<file path="src/rtl/lockdet_pkg.sv">
package lockdet_pkg;

    typedef enum logic [1:0] {
        PIN_LOW      = 2'b00,
        PIN_FILTERED = 2'b01,
        PIN_PUMP     = 2'b10,
        PIN_AUX      = 2'b11
    } pin_sel_e;

    typedef enum logic [1:0] {
        ERR_GOOD = 2'b00,
        ERR_MID  = 2'b01,
        ERR_BAD  = 2'b10
    } err_class_e;

    typedef enum logic {
        MS_IDLE = 1'b0,
        MS_WAIT = 1'b1
    } meter_st_e;

endpackage

</file>
<file path="src/rtl/lockdet_edge_in.sv">
module lockdet_edge_in #(
    parameter int STAGES = 2
) (
    input  logic clk_i,
    input  logic rst_ni,
    input  logic raw_i,
    output logic rise_o
);
    localparam int PIPE_W = STAGES + 1;

    logic [PIPE_W-1:0] pipe_d, pipe_q;

    always_comb begin
        pipe_d = {pipe_q[PIPE_W-2:0], raw_i};
    end

    always_ff @(posedge clk_i or negedge rst_ni) begin
        if (!rst_ni) pipe_q <= '0;
        else         pipe_q <= pipe_d;
    end

    assign rise_o = pipe_q[STAGES-1] & ~pipe_q[STAGES];

    assert_single_pulse_R1: assert property (@(posedge clk_i) disable iff (!rst_ni)
        rise_o |=> !rise_o);

endmodule

</file>
<file path="src/rtl/lockdet_err_meter.sv">
module lockdet_err_meter
    import lockdet_pkg::*;
#(
    parameter int TIMEOUT = 32,
    parameter int CNT_W   = $clog2(TIMEOUT + 1)
) (
    input  logic             clk_i,
    input  logic             rst_ni,
    input  logic             clear_i,
    input  logic             ref_rise_i,
    input  logic             fb_rise_i,
    output logic             valid_o,
    output logic [CNT_W-1:0] err_o,
    output logic             timeout_o
);
    localparam logic [CNT_W-1:0] LIMIT = CNT_W'(TIMEOUT);

    typedef struct packed {
        meter_st_e        st;
        logic             first_ref;
        logic [CNT_W-1:0] cnt;
        logic             valid;
        logic [CNT_W-1:0] err;
        logic             tmo;
    } meter_t;

    meter_t d, q;
    logic other_edge, same_edge;

    always_comb begin
        d          = q;
        d.valid    = 1'b0;
        d.tmo      = 1'b0;
        other_edge = q.first_ref ? fb_rise_i  : ref_rise_i;
        same_edge  = q.first_ref ? ref_rise_i : fb_rise_i;
        if (clear_i) begin
            d.st  = MS_IDLE;
            d.cnt = '0;
        end else begin
            unique case (q.st)
                MS_IDLE: begin
                    if (ref_rise_i && fb_rise_i) begin
                        d.valid = 1'b1;
                        d.err   = '0;
                    end else if (ref_rise_i || fb_rise_i) begin
                        d.st        = MS_WAIT;
                        d.first_ref = ref_rise_i;
                        d.cnt       = CNT_W'(1);
                    end
                end
                MS_WAIT: begin
                    if (other_edge) begin
                        d.valid = 1'b1;
                        d.err   = q.cnt;
                        d.st    = MS_IDLE;
                        d.cnt   = '0;
                    end else if (same_edge) begin
                        d.valid = 1'b1;
                        d.tmo   = 1'b1;
                        d.err   = q.cnt;
                        d.cnt   = CNT_W'(1);
                    end else if (q.cnt == LIMIT) begin
                        d.valid = 1'b1;
                        d.tmo   = 1'b1;
                        d.err   = q.cnt;
                        d.st    = MS_IDLE;
                        d.cnt   = '0;
                    end else begin
                        d.cnt = q.cnt + 1'b1;
                    end
                end
                default: d.st = MS_IDLE;
            endcase
        end
    end

    always_ff @(posedge clk_i or negedge rst_ni) begin
        if (!rst_ni) q <= '{st: MS_IDLE, first_ref: 1'b0, cnt: '0, valid: 1'b0, err: '0, tmo: 1'b0};
        else         q <= d;
    end

    assign valid_o   = q.valid;
    assign err_o     = q.err;
    assign timeout_o = q.tmo;

    assert_cnt_bound_R5: assert property (@(posedge clk_i) disable iff (!rst_ni)
        (q.st == MS_WAIT) |-> (q.cnt != '0 && q.cnt <= LIMIT));

    assert_timeout_fires_R5: assert property (@(posedge clk_i) disable iff (!rst_ni)
        (q.st == MS_WAIT && !clear_i && q.cnt == LIMIT && !other_edge) |=> (valid_o && timeout_o));

    assert_coincident_zero_R1: assert property (@(posedge clk_i) disable iff (!rst_ni)
        (q.st == MS_IDLE && !clear_i && ref_rise_i && fb_rise_i) |=> (valid_o && err_o == '0 && !timeout_o));

endmodule

</file>
<file path="src/rtl/lockdet_hysteresis.sv">
module lockdet_hysteresis
    import lockdet_pkg::*;
#(
    parameter int GOOD_LIMIT = 4,
    parameter int BAD_LIMIT  = 8,
    parameter int GOOD_RUN   = 5,
    parameter int CNT_W      = 6
) (
    input  logic             clk_i,
    input  logic             rst_ni,
    input  logic             clear_i,
    input  logic             valid_i,
    input  logic [CNT_W-1:0] err_i,
    input  logic             timeout_i,
    output logic             lock_o
);
    localparam int               RUN_W   = $clog2(GOOD_RUN + 1);
    localparam logic [RUN_W-1:0] RUN_MAX = RUN_W'(GOOD_RUN);
    localparam logic [CNT_W-1:0] GOOD_L  = CNT_W'(GOOD_LIMIT);
    localparam logic [CNT_W-1:0] BAD_L   = CNT_W'(BAD_LIMIT);

    typedef struct packed {
        logic [RUN_W-1:0] run;
        logic             lock;
    } hyst_t;

    hyst_t            d, q;
    err_class_e       cls;
    logic [RUN_W-1:0] run_inc;

    always_comb begin
        if (timeout_i || err_i > BAD_L) cls = ERR_BAD;
        else if (err_i < GOOD_L)        cls = ERR_GOOD;
        else                            cls = ERR_MID;

        run_inc = (q.run == RUN_MAX) ? q.run : q.run + 1'b1;
        d       = q;
        if (clear_i) begin
            d.run  = '0;
            d.lock = 1'b0;
        end else if (valid_i) begin
            unique case (cls)
                ERR_GOOD: begin
                    d.run = run_inc;
                    if (run_inc == RUN_MAX) d.lock = 1'b1;
                end
                ERR_MID: d.run = '0;
                default: begin
                    d.run  = '0;
                    d.lock = 1'b0;
                end
            endcase
        end
    end

    always_ff @(posedge clk_i or negedge rst_ni) begin
        if (!rst_ni) q <= '{run: '0, lock: 1'b0};
        else         q <= d;
    end

    assign lock_o = q.lock;

    assert_bad_unlocks_R3: assert property (@(posedge clk_i) disable iff (!rst_ni)
        (valid_i && cls == ERR_BAD) |=> !lock_o);

    assert_lock_needs_good_R2: assert property (@(posedge clk_i) disable iff (!rst_ni)
        $rose(lock_o) |-> $past(valid_i && cls == ERR_GOOD && !clear_i));

    assert_mid_holds_R4: assert property (@(posedge clk_i) disable iff (!rst_ni)
        (valid_i && cls == ERR_MID && !clear_i) |=> ($stable(lock_o) && q.run == '0));

    assert_clear_unlocks_R8: assert property (@(posedge clk_i) disable iff (!rst_ni)
        clear_i |=> (!lock_o && q.run == '0));

    assert_run_bound_R2: assert property (@(posedge clk_i) disable iff (!rst_ni)
        q.run <= RUN_MAX);

endmodule

</file>
<file path="src/rtl/lockdet_pump_status.sv">
module lockdet_pump_status (
    input  logic clk_i,
    input  logic rst_ni,
    input  logic clear_i,
    input  logic ref_rise_i,
    input  logic pump_i,
    output logic status_o
);
    typedef struct packed {
        logic seen;
        logic status;
    } pump_t;

    pump_t d, q;

    always_comb begin
        d = q;
        if (clear_i) begin
            d.seen   = 1'b0;
            d.status = 1'b0;
        end else if (pump_i) begin
            d.seen   = 1'b1;
            d.status = 1'b0;
        end else if (ref_rise_i) begin
            d.status = !q.seen;
            d.seen   = 1'b0;
        end
    end

    always_ff @(posedge clk_i or negedge rst_ni) begin
        if (!rst_ni) q <= '{seen: 1'b0, status: 1'b0};
        else         q <= d;
    end

    assign status_o = q.status;

    assert_pump_drops_R6: assert property (@(posedge clk_i) disable iff (!rst_ni)
        pump_i |=> !status_o);

    assert_rise_at_ref_R6: assert property (@(posedge clk_i) disable iff (!rst_ni)
        $rose(status_o) |-> $past(ref_rise_i && !pump_i));

endmodule

</file>
<file path="src/rtl/pll_lock_filter.sv">
module pll_lock_filter
    import lockdet_pkg::*;
#(
    parameter int SYNC_STAGES = 2,
    parameter int GOOD_LIMIT  = 4,
    parameter int BAD_LIMIT   = 8,
    parameter int GOOD_RUN    = 5,
    parameter int TIMEOUT     = 32
) (
    input  logic       clk_i,
    input  logic       rst_ni,
    input  logic       ref_div_i,
    input  logic       fb_div_i,
    input  logic       pump_active_i,
    input  logic       power_down_i,
    input  logic [1:0] pin_sel_i,
    input  logic       aux_i,
    output logic       pin_o
);
    localparam int CNT_W = $clog2(TIMEOUT + 1);

    logic             ref_rise, fb_rise;
    logic             meas_valid, meas_tmo;
    logic [CNT_W-1:0] meas_err;
    logic             filt_lock, pump_status;
    pin_sel_e         sel;

    lockdet_edge_in #(.STAGES(SYNC_STAGES)) u_ref_in (
        .clk_i(clk_i), .rst_ni(rst_ni), .raw_i(ref_div_i), .rise_o(ref_rise));

    lockdet_edge_in #(.STAGES(SYNC_STAGES)) u_fb_in (
        .clk_i(clk_i), .rst_ni(rst_ni), .raw_i(fb_div_i), .rise_o(fb_rise));

    lockdet_err_meter #(.TIMEOUT(TIMEOUT), .CNT_W(CNT_W)) u_meter (
        .clk_i(clk_i), .rst_ni(rst_ni), .clear_i(power_down_i),
        .ref_rise_i(ref_rise), .fb_rise_i(fb_rise),
        .valid_o(meas_valid), .err_o(meas_err), .timeout_o(meas_tmo));

    lockdet_hysteresis #(
        .GOOD_LIMIT(GOOD_LIMIT), .BAD_LIMIT(BAD_LIMIT),
        .GOOD_RUN(GOOD_RUN), .CNT_W(CNT_W)
    ) u_hyst (
        .clk_i(clk_i), .rst_ni(rst_ni), .clear_i(power_down_i),
        .valid_i(meas_valid), .err_i(meas_err), .timeout_i(meas_tmo),
        .lock_o(filt_lock));

    lockdet_pump_status u_pump (
        .clk_i(clk_i), .rst_ni(rst_ni), .clear_i(power_down_i),
        .ref_rise_i(ref_rise), .pump_i(pump_active_i), .status_o(pump_status));

    always_comb begin
        sel = pin_sel_e'(pin_sel_i);
        unique case (sel)
            PIN_FILTERED: pin_o = filt_lock   & ~power_down_i;
            PIN_PUMP:     pin_o = pump_status & ~power_down_i;
            PIN_AUX:      pin_o = aux_i;
            default:      pin_o = 1'b0;
        endcase
    end

    assert_release_unlocked_R8: assert property (@(posedge clk_i) disable iff (!rst_ni)
        $fell(power_down_i) |-> (!filt_lock && !pump_status));

    assert_limits_ordered_R4: assert property (@(posedge clk_i) disable iff (!rst_ni)
        meas_valid |-> (GOOD_LIMIT <= BAD_LIMIT && BAD_LIMIT < TIMEOUT));

endmodule

</file>
<file path="config.mk">
export PLATFORM = sky130hd
export DESIGN_NAME = pll_lock_filter
export DESIGN_NICKNAME = d
export VERILOG_FILES = /design/src/rtl/lockdet_pkg.sv /design/src/rtl/lockdet_edge_in.sv /design/src/rtl/lockdet_err_meter.sv /design/src/rtl/lockdet_hysteresis.sv /design/src/rtl/lockdet_pump_status.sv /design/src/rtl/pll_lock_filter.sv
export SDC_FILE = /design/constraint.sdc
export NUM_CORES = 1
export LEC_CHECK = 0
export ABC_AREA = 1
export CORE_MARGIN = 2
export CORE_UTILIZATION = 45
export DETAILED_ROUTE_END_ITERATION = 12
export DONT_BUFFER_PORTS = 1
export GPL_ROUTABILITY_DRIVEN = 0
export HOLD_SLACK_MARGIN = 0.03
export MAX_ROUTING_LAYER = met4
export PLACE_DENSITY = 0.71
export SYNTH_ARGS = -nofsm -noshare
export SYNTH_HDL_FRONTEND = slang
export SYNTH_SLANG_ARGS = --single-unit
</file>
<file path="constraint.sdc">
create_clock -name clk_i -period 4.7 [get_ports clk_i]
set_clock_uncertainty 0.05 [all_clocks]
set_input_delay 0.705 -clock clk_i [delete_from_list [all_inputs] [get_ports clk_i]]
set_output_delay 0.705 -clock clk_i [all_outputs]
set_load 0.01 [all_outputs]
</file>
==> impl_metrics.toml <==
[floorplanning]
die_w_um = 64.0
start_util_pct = 47.7
fp.dieH_um = 64.0
core_mm2 = 0.00339
io_pins = 10
die-area_mm2 = 0.00409
rows = 21

[detailed_routing]
ant_nets = 0
routedWlPerCell_um = 10.5
firstDrtPassIters = 4
vias_per_cell = 4.82
drc = 0
vias = 1186
first_iter_violations = 61
routed_wl_um = 2570

[pwr]
pwr_density_cell_mw_per_mm2 = 296
peakVddDrop_mv = 0.177
p_leak_uw = 0.000857

[synthesis]
ys_warn_count = 0
synth_cell_types = 29
seq_area_frac_synth_pct = 43.3
syn_inst = 197
synth_seq_cells = 28
synth_area_leaders = "dfrtp_1 (43%), nand2_1 (11%), ha_1 (7.0%)"
yosysTopAreaCellShare_pct = 43.3
synth_top_area_cell = "dfrtp_1"
synth_ff_type = "dfrtp_1"
synth_enable_flop_cells = 0
synth_nets = 215
synth_area_per_cell_um2 = 8.21
async_reset_ff_share_pct = 100
syn_area_mm2 = 0.00162

[final_layout]
area_growth_pct = 7.27
drive_gt1_share_pct = 15.0
final_nets = 219
fin_area_mm2 = 0.00174
diodes = 0

[placement]
placed_area_mm2 = 0.00166
dpl_worst_slack_ns = 2.58
post-dp-hpwl_um = 2020
io_buffer_count = 0

[clock_tree]
cts-root-buf = "clkbuf_4"
cts_buffers = 3
cts_tree = "done"
holdBufCountCts = 1
clockBufferDepth = 2
postCtsSetupBuffers = 0
clock-sinks = 28
ctsResizeCount = 0
clk_pin_slew_worst_paths_ns = 0.15
clk_latency_ns = 0.33
cts_max_level = 1

[timing]
setup_tns_ns = 0
fin_ws_ns = 2.60
rsz0062_at_grt = "no"
hold_viol_final = 0
hold_ws_ns = 0.120
fmax_ghz = 0.476
slew_violations = 0
min_period_over_period_pct = 44.7
min_period_ns = 2.10
worst_pin_slew_ns = 0.384
maxSlewHeadroom_pct = 74.4
setup_viol = 0

[hold_path]
hold_path_class = "in2async"

[outcome]
status = "completed"

[global_routing]
grt_start_max_net_pins = 29
grt_pass1_vias = 1116
antenna_found_initial = 0
grt_usage_pct = 15.6
grt_pass1_wl_um = 4910
grt_overflow = 0

[worst_setup_path]
required_ns = 3.94
critPathMaxFanout = 2
end_kind = "output pin"
crit_type = "in2out"
critPathLaunchType = "input port"
worstPathArrival_ns = 1.35

[flow_run]
maxCapViolCount = 0
==> synthesized netlist by cell type (2+ instances only) <==
master / instances
ha_1: 9
nand3_1: 15
nor2_2: 4
o21ai_0: 9
inv_1: 22
nand2_1: 48
nor2_8: 2
nor2_1: 18
or2_2: 2
dfrtp_1: 28
o22ai_1: 3
nand2_2: 3
a21oi_1: 7
inv_2: 6
o21ai_1: 3
xor2_1: 3
nand2_4: 3
==> critical path: stages <==
cell and delay, ns:
inv_1 0.03, ha_1 0.27, o2111ai_1 0.09, a21oi_1 0.24
==> per-layer routing <==
layer | share of wire [%] | vias up | wire length (µm) | GRT usage, %
met5 | 0 | - | 0 | -
met4 | 2.4 | 0 | 61 | 7.34
met3 | 1.9 | 6 | 50 | 2.11
met2 | 47 | 13 | 1220 | 24.1
met1 | 48 | 541 | 1240 | 20.4
li1 | - | 626 | - | -
==> area by class of cell <==
class,count,area [µm²]
Multi-Input combinational cell,139,800
Fill cell,312,1650
Clock inverter,1,30.0
Inverter,28,105
Sequential cell,28,701
Timing Repair Buffer,1,20.0
Tap cell,46,57.6
Clock buffer,3,22.5
==> registers in the layout, indices dropped and copies added (netlist names) <==
register,flops
u_meter.q,8
u_meter.err_o,6
u_fb_in.pipe_q,3
u_hyst.q,3
u_ref_in.pipe_q,3
u_hyst.lock_o,1
u_meter.timeout_o,1
u_meter.valid_o,1
u_pump.q,1
u_pump.status_o,1
==> stage by stage <==
stage	power [µW]	utilization [%]	cells
after floorplan	345	-	197
after global placement	357	49.1	241
after detailed placement	358	49.1	241
after CTS	522	51.2	246
after global routing	548	51.2	246
final	514	51.2	246
==> cell usage in the layout, fill, tap and decap left out <==
cell type,netlist,final
o2111ai_1,1,1
nand3_1,15,15
and2_1,1,1
inv_2,6,6
nand3_2,1,1
buf_12,0,1
o21ai_0,9,9
nand2_1,48,48
nor2_4,1,1
a31oi_1,1,1
nor2_1,18,18
inv_1,22,22
ha_1,9,9
bufinv_16,0,1
dfrtp_1,28,28
nor2_2,4,4
nand2_4,3,3
nor2_8,2,2
nand2_2,3,3
a21oi_1,7,7
clkbuf_4,0,3
a21boi_0,1,1
nor3_2,1,1
o21ai_2,1,1
xor2_1,3,3
or2_2,2,2
o22ai_1,3,3
nand3_4,1,1
o21ai_1,3,3
nor3b_1,1,1
==> final timing paths <==
| check | start | to | slack [ns] | cells past startpoint |
|---|---|---|---|---|
| setup / recovery | pin_sel_i[0] | pin_o | 2.60 | 4 |
| hold / removal | rst_ni | u_hyst.q[3] | 0.12 | 1 |
| setup reg to reg | u_ref_in.pipe_q[1] | u_meter.q[8] | 2.93 | 10 |
| hold reg to reg | u_fb_in.pipe_q[0] | u_fb_in.pipe_q[1] | 0.33 | 0 |
| max in group asynchronous | rst_ni | u_meter.q[8] | 4.33 | 1 |
| min in group clk_i | u_fb_in.pipe_q[0] | u_fb_in.pipe_q[1] | 0.33 | 0 |
==> power by group <==
part / internal, µW / leakage, µW / total (µW) / switching (µW)
sequential: 255 / 0.000368 / 269 / 14.1
combinational: 32.9 / 0.000461 / 89.7 / 56.9
clock: 86.3 / 0.0000279 / 156 / 69.7
==> kinds of logic after synthesis <==
| kind of cell | Yosys count | synth area share, % |
|---|---|---|
| adders and majority gates | 9 | 6.96 |
| xor gates and xnor gates | 3 | 1.62 |
| and+or+nand+nor | 101 | 31.9 |
| DFF | 28 | 43.3 |
| AOI/OAI and AO/OA | 26 | 8.97 |
| buffers and inverters | 30 | 7.27 |
Note: power is estimated with default switching activity, not from simulation.
